`config.mk`:
```
export PLATFORM = sky130hd
export DESIGN_NAME = curovl_pixgen
export DESIGN_NICKNAME = d
export VERILOG_FILES = /design/src/rtl/curovl_pkg.sv /design/src/rtl/curovl_hit.sv /design/src/rtl/curovl_s1.sv /design/src/rtl/curovl_s2.sv /design/src/rtl/curovl_pixgen.sv
export SDC_FILE = /design/constraint.sdc
export NUM_CORES = 1
export LEC_CHECK = 0
export ABC_AREA = 1
export BUFFER_PORTS_ARGS = -buffer_cell sky130_fd_sc_hd__buf_2
export CAP_MARGIN = 15
export CORE_ASPECT_RATIO = 0.9
export CORE_MARGIN = 10
export CORE_UTILIZATION = 47
export DETAILED_ROUTE_END_ITERATION = 16
export PLACE_DENSITY = 0.87
export SETUP_SLACK_MARGIN = 0.5
export SYNTH_ARGS = -nofsm -noshare
export SYNTH_HDL_FRONTEND = slang
export SYNTH_SLANG_ARGS = --single-unit
```
`constraint.sdc`:
```
create_clock -name clk -period 1.5 [get_ports clk]
set_clock_uncertainty 0.05 [all_clocks]
set_input_delay 0.3 -clock clk [delete_from_list [all_inputs] [get_ports clk]]
set_output_delay 0.3 -clock clk [all_outputs]
set_load 0.01 [all_outputs]
```
`src/rtl/curovl_pkg.sv`:
```
package curovl_pkg;
  localparam int CODE_W = 2;

  typedef enum logic [CODE_W-1:0] {
    CODE_CLEAR = 2'd0,
    CODE_COL0  = 2'd1,
    CODE_COL1  = 2'd2,
    CODE_COL2  = 2'd3
  } cur_code_e;
endpackage

```
`src/rtl/curovl_hit.sv`:
```
module curovl_hit #(
  parameter int COORD_W      = 12,
  parameter int CUR_SIZE     = 64,
  parameter int PIX_PER_WORD = 8,
  parameter int SLOT_W       = 3,
  parameter int WIDX_W       = 9
) (
  input  logic [COORD_W-1:0] x,
  input  logic [COORD_W-1:0] y,
  input  logic [COORD_W-1:0] cx,
  input  logic [COORD_W-1:0] cy,
  input  logic               cursor_off,
  output logic               hit,
  output logic [WIDX_W-1:0]  widx,
  output logic [SLOT_W-1:0]  slot
);
  localparam int DIFF_W = COORD_W + 1;
  localparam int CUR_LG = $clog2(CUR_SIZE);

  logic signed [DIFF_W-1:0] dx;
  logic signed [DIFF_W-1:0] dy;
  logic                     in_col;
  logic                     in_row;

  always_comb begin
    dx     = $signed({1'b0, x}) - $signed({1'b0, cx});
    dy     = $signed({1'b0, y}) - $signed({1'b0, cy});
    in_col = !dx[DIFF_W-1] && (dx < $signed(DIFF_W'(CUR_SIZE)));
    in_row = !dy[DIFF_W-1] && (dy < $signed(DIFF_W'(CUR_SIZE)));
    hit    = in_col && in_row && !cursor_off;
    widx   = WIDX_W'({dy[CUR_LG-1:0], dx[CUR_LG-1:SLOT_W]});
    slot   = dx[SLOT_W-1:0];
  end
endmodule

```
`src/rtl/curovl_s1.sv`:
```
module curovl_s1 #(
  parameter int COORD_W = 12,
  parameter int RGB_W   = 24,
  parameter int WORD_W  = 16,
  parameter int SLOT_W  = 3
) (
  input  logic               clk,
  input  logic               rst_n,
  input  logic               in_valid,
  input  logic [COORD_W-1:0] in_x,
  input  logic [COORD_W-1:0] in_y,
  input  logic [RGB_W-1:0]   base_rgb,
  input  logic [WORD_W-1:0]  pat_word,
  input  logic [SLOT_W-1:0]  slot,
  input  logic               hit,
  input  logic               blank,
  output logic               s1_valid,
  output logic [COORD_W-1:0] s1_x,
  output logic [COORD_W-1:0] s1_y,
  output logic [RGB_W-1:0]   s1_rgb,
  output logic [WORD_W-1:0]  s1_word,
  output logic [SLOT_W-1:0]  s1_slot,
  output logic               s1_hit,
  output logic               s1_blank
);
  logic               valid_d;
  logic [COORD_W-1:0] x_d;
  logic [COORD_W-1:0] y_d;
  logic [RGB_W-1:0]   rgb_d;
  logic [WORD_W-1:0]  word_d;
  logic [SLOT_W-1:0]  slot_d;
  logic               hit_d;
  logic               blank_d;

  always_comb begin
    valid_d = in_valid;
    x_d     = s1_x;
    y_d     = s1_y;
    rgb_d   = s1_rgb;
    word_d  = s1_word;
    slot_d  = s1_slot;
    hit_d   = s1_hit;
    blank_d = s1_blank;
    if (in_valid) begin
      x_d     = in_x;
      y_d     = in_y;
      rgb_d   = base_rgb;
      word_d  = pat_word;
      slot_d  = slot;
      hit_d   = hit;
      blank_d = blank;
    end
  end

  always_ff @(posedge clk or negedge rst_n) begin
    if (!rst_n) begin
      s1_valid <= 1'b0;
      s1_x     <= '0;
      s1_y     <= '0;
      s1_rgb   <= '0;
      s1_word  <= '0;
      s1_slot  <= '0;
      s1_hit   <= 1'b0;
      s1_blank <= 1'b0;
    end else begin
      s1_valid <= valid_d;
      s1_x     <= x_d;
      s1_y     <= y_d;
      s1_rgb   <= rgb_d;
      s1_word  <= word_d;
      s1_slot  <= slot_d;
      s1_hit   <= hit_d;
      s1_blank <= blank_d;
    end
  end
endmodule

```
`src/rtl/curovl_s2.sv`:
```
module curovl_s2
  import curovl_pkg::*;
#(
  parameter int COORD_W      = 12,
  parameter int RGB_W        = 24,
  parameter int WORD_W       = 16,
  parameter int PIX_PER_WORD = 8,
  parameter int SLOT_W       = 3
) (
  input  logic               clk,
  input  logic               rst_n,
  input  logic               s1_valid,
  input  logic [COORD_W-1:0] s1_x,
  input  logic [COORD_W-1:0] s1_y,
  input  logic [RGB_W-1:0]   s1_rgb,
  input  logic [WORD_W-1:0]  s1_word,
  input  logic [SLOT_W-1:0]  s1_slot,
  input  logic               s1_hit,
  input  logic               s1_blank,
  output logic [1:0]         cpal_raddr,
  input  logic [RGB_W-1:0]   cpal_rdata,
  output logic               out_valid,
  output logic [COORD_W-1:0] out_x,
  output logic [COORD_W-1:0] out_y,
  output logic [RGB_W-1:0]   out_rgb
);
  logic [CODE_W-1:0]  codes [PIX_PER_WORD];
  cur_code_e          code;
  logic [COORD_W-1:0] x_d;
  logic [COORD_W-1:0] y_d;
  logic [RGB_W-1:0]   rgb_d;

  for (genvar s = 0; s < PIX_PER_WORD; s++) begin : g_slot
    assign codes[s] = s1_word[s*CODE_W +: CODE_W];
  end

  always_comb begin
    code       = cur_code_e'(codes[s1_slot]);
    cpal_raddr = (code == CODE_CLEAR) ? 2'd0 : 2'(code - 2'd1);
    x_d        = out_x;
    y_d        = out_y;
    rgb_d      = out_rgb;
    if (s1_valid) begin
      x_d = s1_x;
      y_d = s1_y;
      if (s1_blank)
        rgb_d = '0;
      else if (s1_hit && code != CODE_CLEAR)
        rgb_d = cpal_rdata;
      else
        rgb_d = s1_rgb;
    end
  end

  always_ff @(posedge clk or negedge rst_n) begin
    if (!rst_n) begin
      out_valid <= 1'b0;
      out_x     <= '0;
      out_y     <= '0;
      out_rgb   <= '0;
    end else begin
      out_valid <= s1_valid;
      out_x     <= x_d;
      out_y     <= y_d;
      out_rgb   <= rgb_d;
    end
  end
endmodule

```
`src/rtl/curovl_pixgen.sv`:
```
module curovl_pixgen #(
  parameter int COORD_W      = 12,
  parameter int IDX_W        = 8,
  parameter int COMP_W       = 8,
  parameter int CUR_SIZE     = 64,
  parameter int PIX_PER_WORD = 8,
  parameter int WORD_W       = 16
) (
  input  logic                 clk,
  input  logic                 rst_n,
  input  logic                 in_valid,
  input  logic [COORD_W-1:0]   in_x,
  input  logic [COORD_W-1:0]   in_y,
  input  logic [IDX_W-1:0]     in_index,
  input  logic [2*COORD_W-1:0] cursor_pos,
  input  logic                 cursor_off,
  input  logic                 blank_all,
  output logic [IDX_W-1:0]     pal_raddr,
  input  logic [3*COMP_W-1:0]  pal_rdata,
  output logic [2*$clog2(CUR_SIZE)-$clog2(PIX_PER_WORD)-1:0] pat_raddr,
  input  logic [WORD_W-1:0]    pat_rdata,
  output logic [1:0]           cpal_raddr,
  input  logic [3*COMP_W-1:0]  cpal_rdata,
  output logic                 out_valid,
  output logic [COORD_W-1:0]   out_x,
  output logic [COORD_W-1:0]   out_y,
  output logic [3*COMP_W-1:0]  out_rgb
);
  localparam int RGB_W  = 3 * COMP_W;
  localparam int SLOT_W = $clog2(PIX_PER_WORD);
  localparam int WIDX_W = 2 * $clog2(CUR_SIZE) - SLOT_W;

  logic [COORD_W-1:0] cx;
  logic [COORD_W-1:0] cy;
  logic               hit;
  logic [SLOT_W-1:0]  slot;
  logic               s1_valid;
  logic [COORD_W-1:0] s1_x;
  logic [COORD_W-1:0] s1_y;
  logic [RGB_W-1:0]   s1_rgb;
  logic [WORD_W-1:0]  s1_word;
  logic [SLOT_W-1:0]  s1_slot;
  logic               s1_hit;
  logic               s1_blank;

  assign cx        = cursor_pos[2*COORD_W-1:COORD_W];
  assign cy        = cursor_pos[COORD_W-1:0];
  assign pal_raddr = in_index;

  curovl_hit #(
    .COORD_W(COORD_W), .CUR_SIZE(CUR_SIZE), .PIX_PER_WORD(PIX_PER_WORD),
    .SLOT_W(SLOT_W), .WIDX_W(WIDX_W)
  ) u_hit (
    .x(in_x), .y(in_y), .cx(cx), .cy(cy), .cursor_off(cursor_off),
    .hit(hit), .widx(pat_raddr), .slot(slot)
  );

  curovl_s1 #(
    .COORD_W(COORD_W), .RGB_W(RGB_W), .WORD_W(WORD_W), .SLOT_W(SLOT_W)
  ) u_s1 (
    .clk(clk), .rst_n(rst_n), .in_valid(in_valid), .in_x(in_x), .in_y(in_y),
    .base_rgb(pal_rdata), .pat_word(pat_rdata), .slot(slot), .hit(hit),
    .blank(blank_all),
    .s1_valid(s1_valid), .s1_x(s1_x), .s1_y(s1_y), .s1_rgb(s1_rgb),
    .s1_word(s1_word), .s1_slot(s1_slot), .s1_hit(s1_hit), .s1_blank(s1_blank)
  );

  curovl_s2 #(
    .COORD_W(COORD_W), .RGB_W(RGB_W), .WORD_W(WORD_W),
    .PIX_PER_WORD(PIX_PER_WORD), .SLOT_W(SLOT_W)
  ) u_s2 (
    .clk(clk), .rst_n(rst_n), .s1_valid(s1_valid), .s1_x(s1_x), .s1_y(s1_y),
    .s1_rgb(s1_rgb), .s1_word(s1_word), .s1_slot(s1_slot), .s1_hit(s1_hit),
    .s1_blank(s1_blank), .cpal_raddr(cpal_raddr), .cpal_rdata(cpal_rdata),
    .out_valid(out_valid), .out_x(out_x), .out_y(out_y), .out_rgb(out_rgb)
  );
endmodule

```
## Word-level counts from Yosys, hierarchy flattened

Cells that the tools add are included.

- Bits in registers: 119
- Latch bits: 0
- RAM bits: 0
- Bits in read-only memories: 0
- Input port bits: 125
- Output and inout bits: 68
- Word-level logic and storage cells: 35
- Memories kept: 0

- Add/subtract/negate cells: 3
- Multiply operators: 0
- Divide/modulo/power cells: 0
- Order comparisons: 3
- Equality and inequality tests: 0
- Shift-type cells: 0
- Muxes and demuxes: 6
- Bitwise operators: 1
- Reductions and logical operators: 10

Operator list:

| kind | count |
|---|---|
| 24-bit 2-to-1 mux | 2 |
| 13-bit by 8-bit less-than comparator with 1-bit output, second input constant | 2 |
| 12-bit by 12-bit subtractor with 13-bit output | 2 |
| 2-bit binary-select mux with 3-bit select | 1 |
| 2-bit 2-to-1 mux | 3 |
| 1-bit logical AND | 5 |
| 4-bit greater-or-equal comparator, second input constant | 1 |
| 3-bit NOT with 4-bit output | 1 |
| 1-bit logical NOT | 3 |
| 2-bit logical NOT | 1 |
| 2-bit nonzero test | 1 |
| 2-bit by 1-bit subtractor with 2-bit output, second input constant | 1 |

## Depth between registers and ports, before layout

Gate-level depths: netlist (run 1).

- Word-level depth: 8
- Mapped depth: 15
- Gate-level depth less buffers: 15

## Modules after synthesis

Synthesis (run 1) repeated with hierarchy kept, for this count alone.

- Cells, all modules: 945
- Area, all modules: 7120.6 µm²

Modules (own cells, without submodules):

| module | instances | cells each | area an instance (µm²) | seq. area each (µm²) |
|---|---|---|---|---|
| curovl_s2 | 1 | 361 | 2937.8 | 1226.2 |
| curovl_s1 | 1 | 293 | 2633.8 | 1751.7 |
| curovl_hit | 1 | 283 | 1488.9 | 0.0 |
| curovl_pixgen | 1 | 8 | 60.1 | 0.0 |

## Worst setup path after synthesis (run 1)

No wires, ideal clock.

- Path kind: in2reg
- Start: input in_x[0]
- End: register u_s1.s1_hit
- Setup time: 78 ps
- Arrival time: 1675 ps
- Required time: 1372 ps
- Path slack: -303 ps
- Stages: 15
- Buffers on the path: 0
- Path through: inv_1 > ha_1 > inv_1 > fa_1 > nand2_1 > nand2_1 > nand3_1 > nand2_1 > nand2_1 > nand2_1 > nand2_1 > nand2_1 > nor2_1 > nand3_1 > o21bai_1

- Cells in the longest elaborated chain, start to end: 5
- Elaborated cells between the ends (all ways): 6
- Those cells by class: add/sub: 1; order compare: 1; reduce/logical: 4

RTL lines:

| element | RTL line | RTL |
|---|---|---|
| from (decl) | curovl_pixgen.sv:12 | `input logic [COORD_W-1:0] in_x,` |
| 12-bit by 12-bit subtractor with 13-bit output * | curovl_hit.sv:26 | `dx = $signed({1'b0, x}) - $signed({1'b0, cx});` |
| 13-bit by 8-bit less-than comparator with 1-bit output / 1-bit logical NOT (equally long branches) | curovl_hit.sv:28 | `in_col = !dx[DIFF_W-1] && (dx < $signed(DIFF_W'(CUR_SIZE)));` |
| 1-bit logical AND * | curovl_hit.sv:28 |  |
| 1-bit logical AND * (2 in series) | curovl_hit.sv:30 | `hit = in_col && in_row && !cursor_off;` |
| to (signal assigned) | curovl_s1.sv:72 | `s1_hit <= hit_d;` |
| to (decl) | curovl_s1.sv:23 | `output logic s1_hit,` |

Every way passes the cells marked *; elsewhere a longest branch is shown, timed or not.
A chain may end at the register's enable or synchronous reset.

## Worst setup path after layout (run 1)

- Start: register u_s1.s1_slot[0]
- End: register u_s2.out_rgb[18]

- Cells in the longest elaborated chain, start to end: 8

RTL lines:

| element | RTL line | RTL |
|---|---|---|
| from (decl) | curovl_s1.sv:22 | `output logic [SLOT_W-1:0] s1_slot,` |
| from (signal assigned) | curovl_s1.sv:71 | `s1_slot <= slot_d;` |
| 3-bit NOT with 4-bit output (implied by the code) | curovl_s2.sv:38 | `code = cur_code_e'(codes[s1_slot]);` |
| 2-bit binary-select mux with 3-bit select | curovl_s2.sv:38 |  |
| 2-bit 2-to-1 mux (implied by the code) (2 in series) | curovl_s2.sv:38 |  |
| 2-bit nonzero test | curovl_s2.sv:48 | `else if (s1_hit && code != CODE_CLEAR)` |
| 1-bit logical AND | curovl_s2.sv:48 |  |
| 24-bit 2-to-1 mux | curovl_s2.sv:48 |  |
| 24-bit 2-to-1 mux | curovl_s2.sv:46 | `if (s1_blank)` |
| to (signal assigned) | curovl_s2.sv:65 | `out_rgb <= rgb_d;` |
| to (decl) | curovl_s2.sv:25 | `output logic [RGB_W-1:0] out_rgb` |

No other way between the ends. The select of a mux whose other input is x is not followed.

==> results of run 1 <==
[timing repair]
item,in CTS,in global routing
gates cloned,8,5
hold buffers,1,0
endpoints found under the hold margin,25,0
pin swaps,43,56
gates resized for setup,100,164
setup buffers,38,36
setup endpoints to repair,108,205
[power by group through the flow]
stage / Clock (uW) / Sequential [uW] / Combinational [uW]
after global placement: 0 / 3720 / 2020
after floorplan: 0 / 3780 / 1130
final: 4320 / 3740 / 2980
after CTS: 4320 / 3690 / 2440
after global routing: 4480 / 3770 / 3240
after detailed placement: 0 / 3740 / 2070
[state kept, by name (all words and copies together) (netlist names)]
name / cells
u_s1.s1_word: 16
u_s1.s1_valid: 1
u_s2.out_valid: 1
u_s1.s1_hit: 1
u_s1.s1_blank: 1
u_s2.out_x: 12
u_s1.s1_slot: 3
u_s1.s1_rgb: 24
u_s1.s1_y: 12
u_s1.s1_x: 12
u_s2.out_rgb: 24
u_s2.out_y: 12
[final cells by class]
class	count	area (um^2)	share of cell area
clock buffer	23	478	0.0450
sequential	119	2980	0.280
inverter	133	564	0.0531
multi-input combinational	586	3530	0.332
clock inverter	8	145	0.0137
tap	168	210	0.0198
antenna	2	5.00	0.000471
timing repair buffer	322	2720	0.256
[Yosys cell counts (2+ instances only)]
cell type / number / share of area
nand3b_1: 2 / 0.0023
buf_12: 3 / 0.0093
buf_4: 9 / 0.010
o21ai_0: 78 / 0.061
xor2_1: 5 / 0.0068
o211ai_1: 2 / 0.0023
clkbuf_1: 21 / 0.012
o21ai_1: 21 / 0.016
dfrtp_1: 119 / 0.46
nand2_2: 2 / 0.0019
fa_1: 2 / 0.0062
nand2_1: 325 / 0.19
nand4_1: 3 / 0.0029
ha_1: 24 / 0.047
a21oi_1: 19 / 0.015
nand3_1: 32 / 0.025
buf_2: 4 / 0.0031
inv_1: 133 / 0.077
o21bai_1: 3 / 0.0035
xnor2_1: 2 / 0.0027
nor2_1: 59 / 0.034
or2_2: 2 / 0.0019
[how the worst max path moves through the flow]
stage	endpoint	cells after the start
after floorplan	u_s1.s1_hit	13
after global placement	u_s1.s1_hit	16
after detailed placement	u_s1.s1_hit	16
after CTS	cpal_raddr[0]	8
after global routing	cpal_raddr[0]	8
final	u_s2.out_rgb[18]	14
[critical path, cell delays in order (launching register included)]
cell and delay, ns:
dfrtp_2 0.46, buf_6 0.15, a21oi_2 0.12, o21ai_1 0.08, nand3_1 0.10, o21ai_2 0.08
buf_4 0.14, buf_6 0.11, nand2_4 0.08, nand2_8 0.08, buf_12 0.16, buf_12 0.14
nand2_2 0.05, nand2_1 0.06, o21ai_1 0.21
[through the flow]
step	setup TNS (ns)	power (uW)	setup slack (ns)	cell area [um^2]
after floorplan	-2.33	4910	-0.213	6810
after global routing	-19.76	11500	-0.756	10600
final	-16.99	11000	-0.687	10600
after detailed placement	-7.81	5800	-0.509	8110
after CTS	-10.91	10400	-0.577	9620
after global placement	-6.91	5730	-0.463	8110
[metal layers]
metal / wire (um) / share of wire / global-route usage / vias to the layer above
met5: 0 / 0 / 0 / -
met4: 977 / 0.040 / 0.0981 / 0
met3: 1960 / 0.079 / 0.0526 / 101
met2: 12500 / 0.51 / 0.373 / 378
met1: 9210 / 0.37 / 0.253 / 3290
li1: - / - / - / 3301
[cells by family (layout without fill, tap and decap cells)]
| family | count (synthesis) | after routing |
|---|---|---|
| buffers and inverters | 172 | 486 |
| adder cells (fa/ha/maj) | 26 | 26 |
| flip-flops | 119 | 119 |
| AO/OA/AOI/OAI | 126 | 126 |
| other | 0 | 2 |
| XOR/XNOR | 7 | 7 |
| AND/OR/NAND/NOR | 427 | 427 |
==> results.yml, run 1 <==
power_and_ir_drop:
  p_comb_frac: 0.270
  cellLeakagePower_uw: 0.00578
  pwr_density_cell_nw_per_um2: 1040
  vdd_ir_drop_max_v: 0.000731
  p_int_uw: 7870
  p_sw_uw: 3170
  switching_share: 0.287
  pwr-share-clk: 0.391
  seqPwrFrac: 0.339
synth:
  synth_area_um2: 6450
  synth-main-ff-cell: "dfrtp_1"
  synth_top_family_by_area: "simple AND/OR/NAND/NOR gates"
  synthAdderAreaFrac: 0.0528
  synth_xor_area_frac: 0.00951
  synthMuxAreaShare: 0
  synth_edf_count: 0
  post_synth.cell_area_avg_um2: 7.35
  syn_nets: 1028
  synth-seq-cells: 119
  synth_compound_area_frac: 0.101
  synthArstFlopShare: 1.00
  synth_cells: 877
  ys_types: 29
  synth_seq_area_share: 0.462
  yosysWarningCount: 0
  post_synth_and_or_nand_nor_area_fraction: 0.260
finish:
  drive_above_1_share: 0.439
  areaGrowthSynthToFinish_pct: 64.9
  fin_cells: 1361
  layout_commonest_cell: "nand2_1"
  mostFrequentLayoutCells: "nand2_1 (241), buf_2 (141), dfrtp_1 (117)"
  fin_nets: 1330
  utilization: 0.793
  nFillCells: 784
run:
  drv_cap: 0
cts:
  clockRootBuffer: "clkbuf_16"
  clk_latency_ns: 0.41
  clock-sinks: 119
  h-tree-depth: 4
  numCtsBuffers: 17
  cts_max_path_buffers: 2
  cts_tree: "yes"
  clk_pin_slew_ns: 0.05
grt:
  grt.total_usage: 0.219
  antenna_found_initial: 0
  grt_pass1_wl_um: 33500
  grt_pass1_vias: 6801
  overflow: 0
  grt_max_degree: 119
route:
  drc_errors: 0
  route.vias.total: 7070
  drt_iter0_markers: 402
  avgViaCountPerCell: 5.19
  first_pass_iters: 8
  post_drt_wl_per_cell_um: 18.1
  ant_nets: 0
  drt_wl_total_um: 24600
die:
  die-width_um: 143
  die_h_um: 131
  core_um2: 13400
  rows: 40
  io_pins: 193
  dieArea_um2: 18800
  start_util: 0.481
timing:
  timing.final.crit_share: 1.46
  hold_viol_final: 0
  fmax_mhz: 457
  max_slew_margin: 0.690
  worst_slack_ns: -0.687
  rsz0062_at_grt: "true"
  finalSetupViolCount: 35
  whs_ns: 0.0398
  tightestPinTransition_ns: 0.466
  slew_viol_final: 0
  min_period_ns: 2.19
setup_path:
  path_class: "reg -> reg"
  critPathMaxFanout: 6
  crit_start: "u_s1.s1_slot[0]"
  reg2reg_depth: 14
  end_kind: "register"
  start_kind: "register"
  r2r-end: "u_s2.out_rgb[18]"
  r2r_setup_slack_ns: -0.69
  critPathRequiredTime_ns: 1.76
  cp.arrival_ns: 2.45
  r2r_start: "u_s1.s1_slot[0]"
placement:
  port-buffer-count: 176
  gp_congestion: 0.932
  hpwl_um: 13400
  dp_cells: 1240
status:
  violations: "negative setup slack"
  status: "finished with violations"
min_path:
  hold_path_class: "in -> reg"
  min_from: "pat_rdata[0]"
  hold-path-cell-count: 3
  holdPathEnd: "u_s1.s1_word[0]"
(Power assumes the default switching activity.)
==> run 2, diff against run 1 <==
Settings changed: MAX_ROUTING_LAYER from default to met4.
==> results.yml, run 2 (synthesized netlist as in run 1, its figures left out) <==
route:
  drt_iter0_markers: 563
  first_pass_iters: 7
  avgViaCountPerCell: 5.19
  drt_wl_total_um: 24100
  drc_errors: 0
  post_drt_wl_per_cell_um: 17.6
  ant_nets: 0
  route.vias.total: 7096
cts:
  clock-sinks: 119
  cts_tree: "yes"
  numCtsBuffers: 17
  h-tree-depth: 4
  clk_pin_slew_ns: 0.06
  clk_latency_ns: 0.42
  clockRootBuffer: "clkbuf_16"
  cts_max_path_buffers: 2
finish:
  nFillCells: 799
  mostFrequentLayoutCells: "nand2_1 (274), buf_2 (139), dfrtp_1 (117)"
  utilization: 0.785
  seq_area_um2: 2980
  layout_commonest_cell: "nand2_1"
  reg_top3: "u_s1.s1_rgb x24, u_s2.out_rgb x24, u_s1.s1_word x16"
  finalInstanceArea_um2: 10500
  fin_nets: 1336
  areaGrowthSynthToFinish_pct: 63.3
  drive_above_1_share: 0.411
  multi_input_area_um2: 3430
timing:
  slew_viol_final: 0
  fmax_mhz: 459
  finalSetupViolCount: 35
  min_period_ns: 2.18
  tightestPinTransition_ns: 0.462
  worst_slack_ns: -0.678
  rsz0062_at_grt: "true"
  max_slew_margin: 0.692
  hold_viol_final: 0
  whs_ns: 0.0278
  timing.final.crit_share: 1.45
grt:
  grt_max_degree: 119
  antenna_found_initial: 0
  grt.total_usage: 0.239
  grt_pass1_wl_um: 35400
  overflow: 0
  grt_pass1_vias: 7047
min_path:
  hold-path-cell-count: 3
  hold_path_class: "in -> reg"
  holdPathEnd: "u_s1.s1_word[7]"
  min_from: "pat_rdata[7]"
power_and_ir_drop:
  p_comb_frac: 0.276
  pwr_density_cell_nw_per_um2: 1040
  switching_share: 0.296
  seqPwrFrac: 0.340
  p_int_uw: 7730
  pwr-share-clk: 0.384
  cellLeakagePower_uw: 0.00577
  p_sw_uw: 3240
  power.total_uw: 11000
  vdd_ir_drop_max_v: 0.000755
run:
  drv_cap: 0
setup_path:
  end_kind: "output pin"
  slowest_stage: "dfrtp_2"
  start_kind: "register"
  cp.arrival_ns: 1.83
  reg2reg_depth: 12
  r2r-end: "u_s2.out_rgb[2]"
  max_stage_delay_ns: 0.45
  critPathRequiredTime_ns: 1.15
  r2r_start: "u_s1.s1_slot[0]"
  path_class: "reg -> out"
  r2r_setup_slack_ns: -0.54
  critPathMaxFanout: 5
  crit_chain: "inv_1 -> a21oi_1 -> o21ai_1 -> nand2_1 -> o21ai_2 -> buf_6 -> inv_2 -> nor2_2 -> buf_2"
placement:
  gp_congestion: 0.927
  placed_area_um2: 8120
  port-buffer-count: 176
  hpwl_um: 13600
die:
  start_util: 0.481
  rows: 40
  core_um2: 13400
  die-width_um: 143
  dieArea_um2: 18800
  die_h_um: 131
  io_pins: 193
status:
  status: "finished with violations"
  violations: "negative setup slack"
-- run 2: cell types whose count changed in the layout (fill, tap and decap cells not counted), moves of 3 or more --
cell,change
nand2_4,-16
nor2_1,+7
nand2_1,+33
nor2_2,-7
buf_16,+3
buf_12,-3
nand2_2,-18
clkbuf_16,-3
buf_4,+9
-- run 2: worst max-delay path by stage --
stage | slack (ns) | to | cells past startpoint | start
6_report | -0.68 | cpal_raddr[0] | 9 | u_s1.s1_slot[0]
5_1_grt | -0.77 | cpal_raddr[0] | 9 | u_s1.s1_slot[0]
4_1_cts | -0.58 | cpal_raddr[0] | 8 | u_s1.s1_slot[0]
3_5_place_dp | -0.50 | u_s1.s1_hit | 16 | in_x[0]
3_3_place_gp | -0.46 | u_s1.s1_hit | 16 | in_x[0]
2_1_floorplan | -0.21 | u_s1.s1_hit | 13 | in_y[0]
-- run 2: layout make-up --
cell class,count,share of cell area
antenna,1,0.000238
clock buffer,21,0.0447
clock inverter,11,0.0140
inverter,133,0.0531
multi-input combinational,587,0.325
sequential,119,0.283
tap,168,0.0200
timing repair buffer,327,0.259
-- run 2: power groups by stage --
| stage | registers [uW] | clock network [uW] | logic [uW] |
|---|---|---|---|
| finish | 3730 | 4210 | 3030 |
| global route | 3760 | 4400 | 3290 |
| CTS | 3700 | 4220 | 2630 |
| detailed placement | 3730 | 0 | 2090 |
| global placement | 3720 | 0 | 2030 |
| floorplan | 3780 | 0 | 1130 |
-- run 2: critical path: cells and delay by family (launching register included) --
family	cells	cell delay, ns
flip-flops	1	0.45
buffers and inverters	4	0.43
AO/OA/AOI/OAI	3	0.36
AND/OR/NAND/NOR	2	0.17
-- run 2: metal layers --
layer  global-route usage  wire length [um]  share of wire
met5                    -                 0              0
met4               0.0845               850          0.035
met3               0.0515              1960          0.081
met2                0.403             12200           0.51
met1                0.274              9120           0.38
-- run 2: metrics by stage --
stage / std cells / setup slack (ns) / setup TNS (ns)
floorplan: 877 / -0.213 / -2.33
global placement: 1242 / -0.465 / -6.85
detailed placement: 1242 / -0.495 / -8.50
CTS: 1337 / -0.575 / -11.66
global route: 1366 / -0.772 / -18.05
finish: 1367 / -0.678 / -15.19
-- run 2: repair_timing --
action,4_1_cts,5_1_grt
setup buffers,51,26
endpoints found under the setup margin,108,184
cloned,11,3
endpoints found under the hold margin,25,0
hold buffers,1,0
pin swaps,55,33
gates resized for setup,138,76
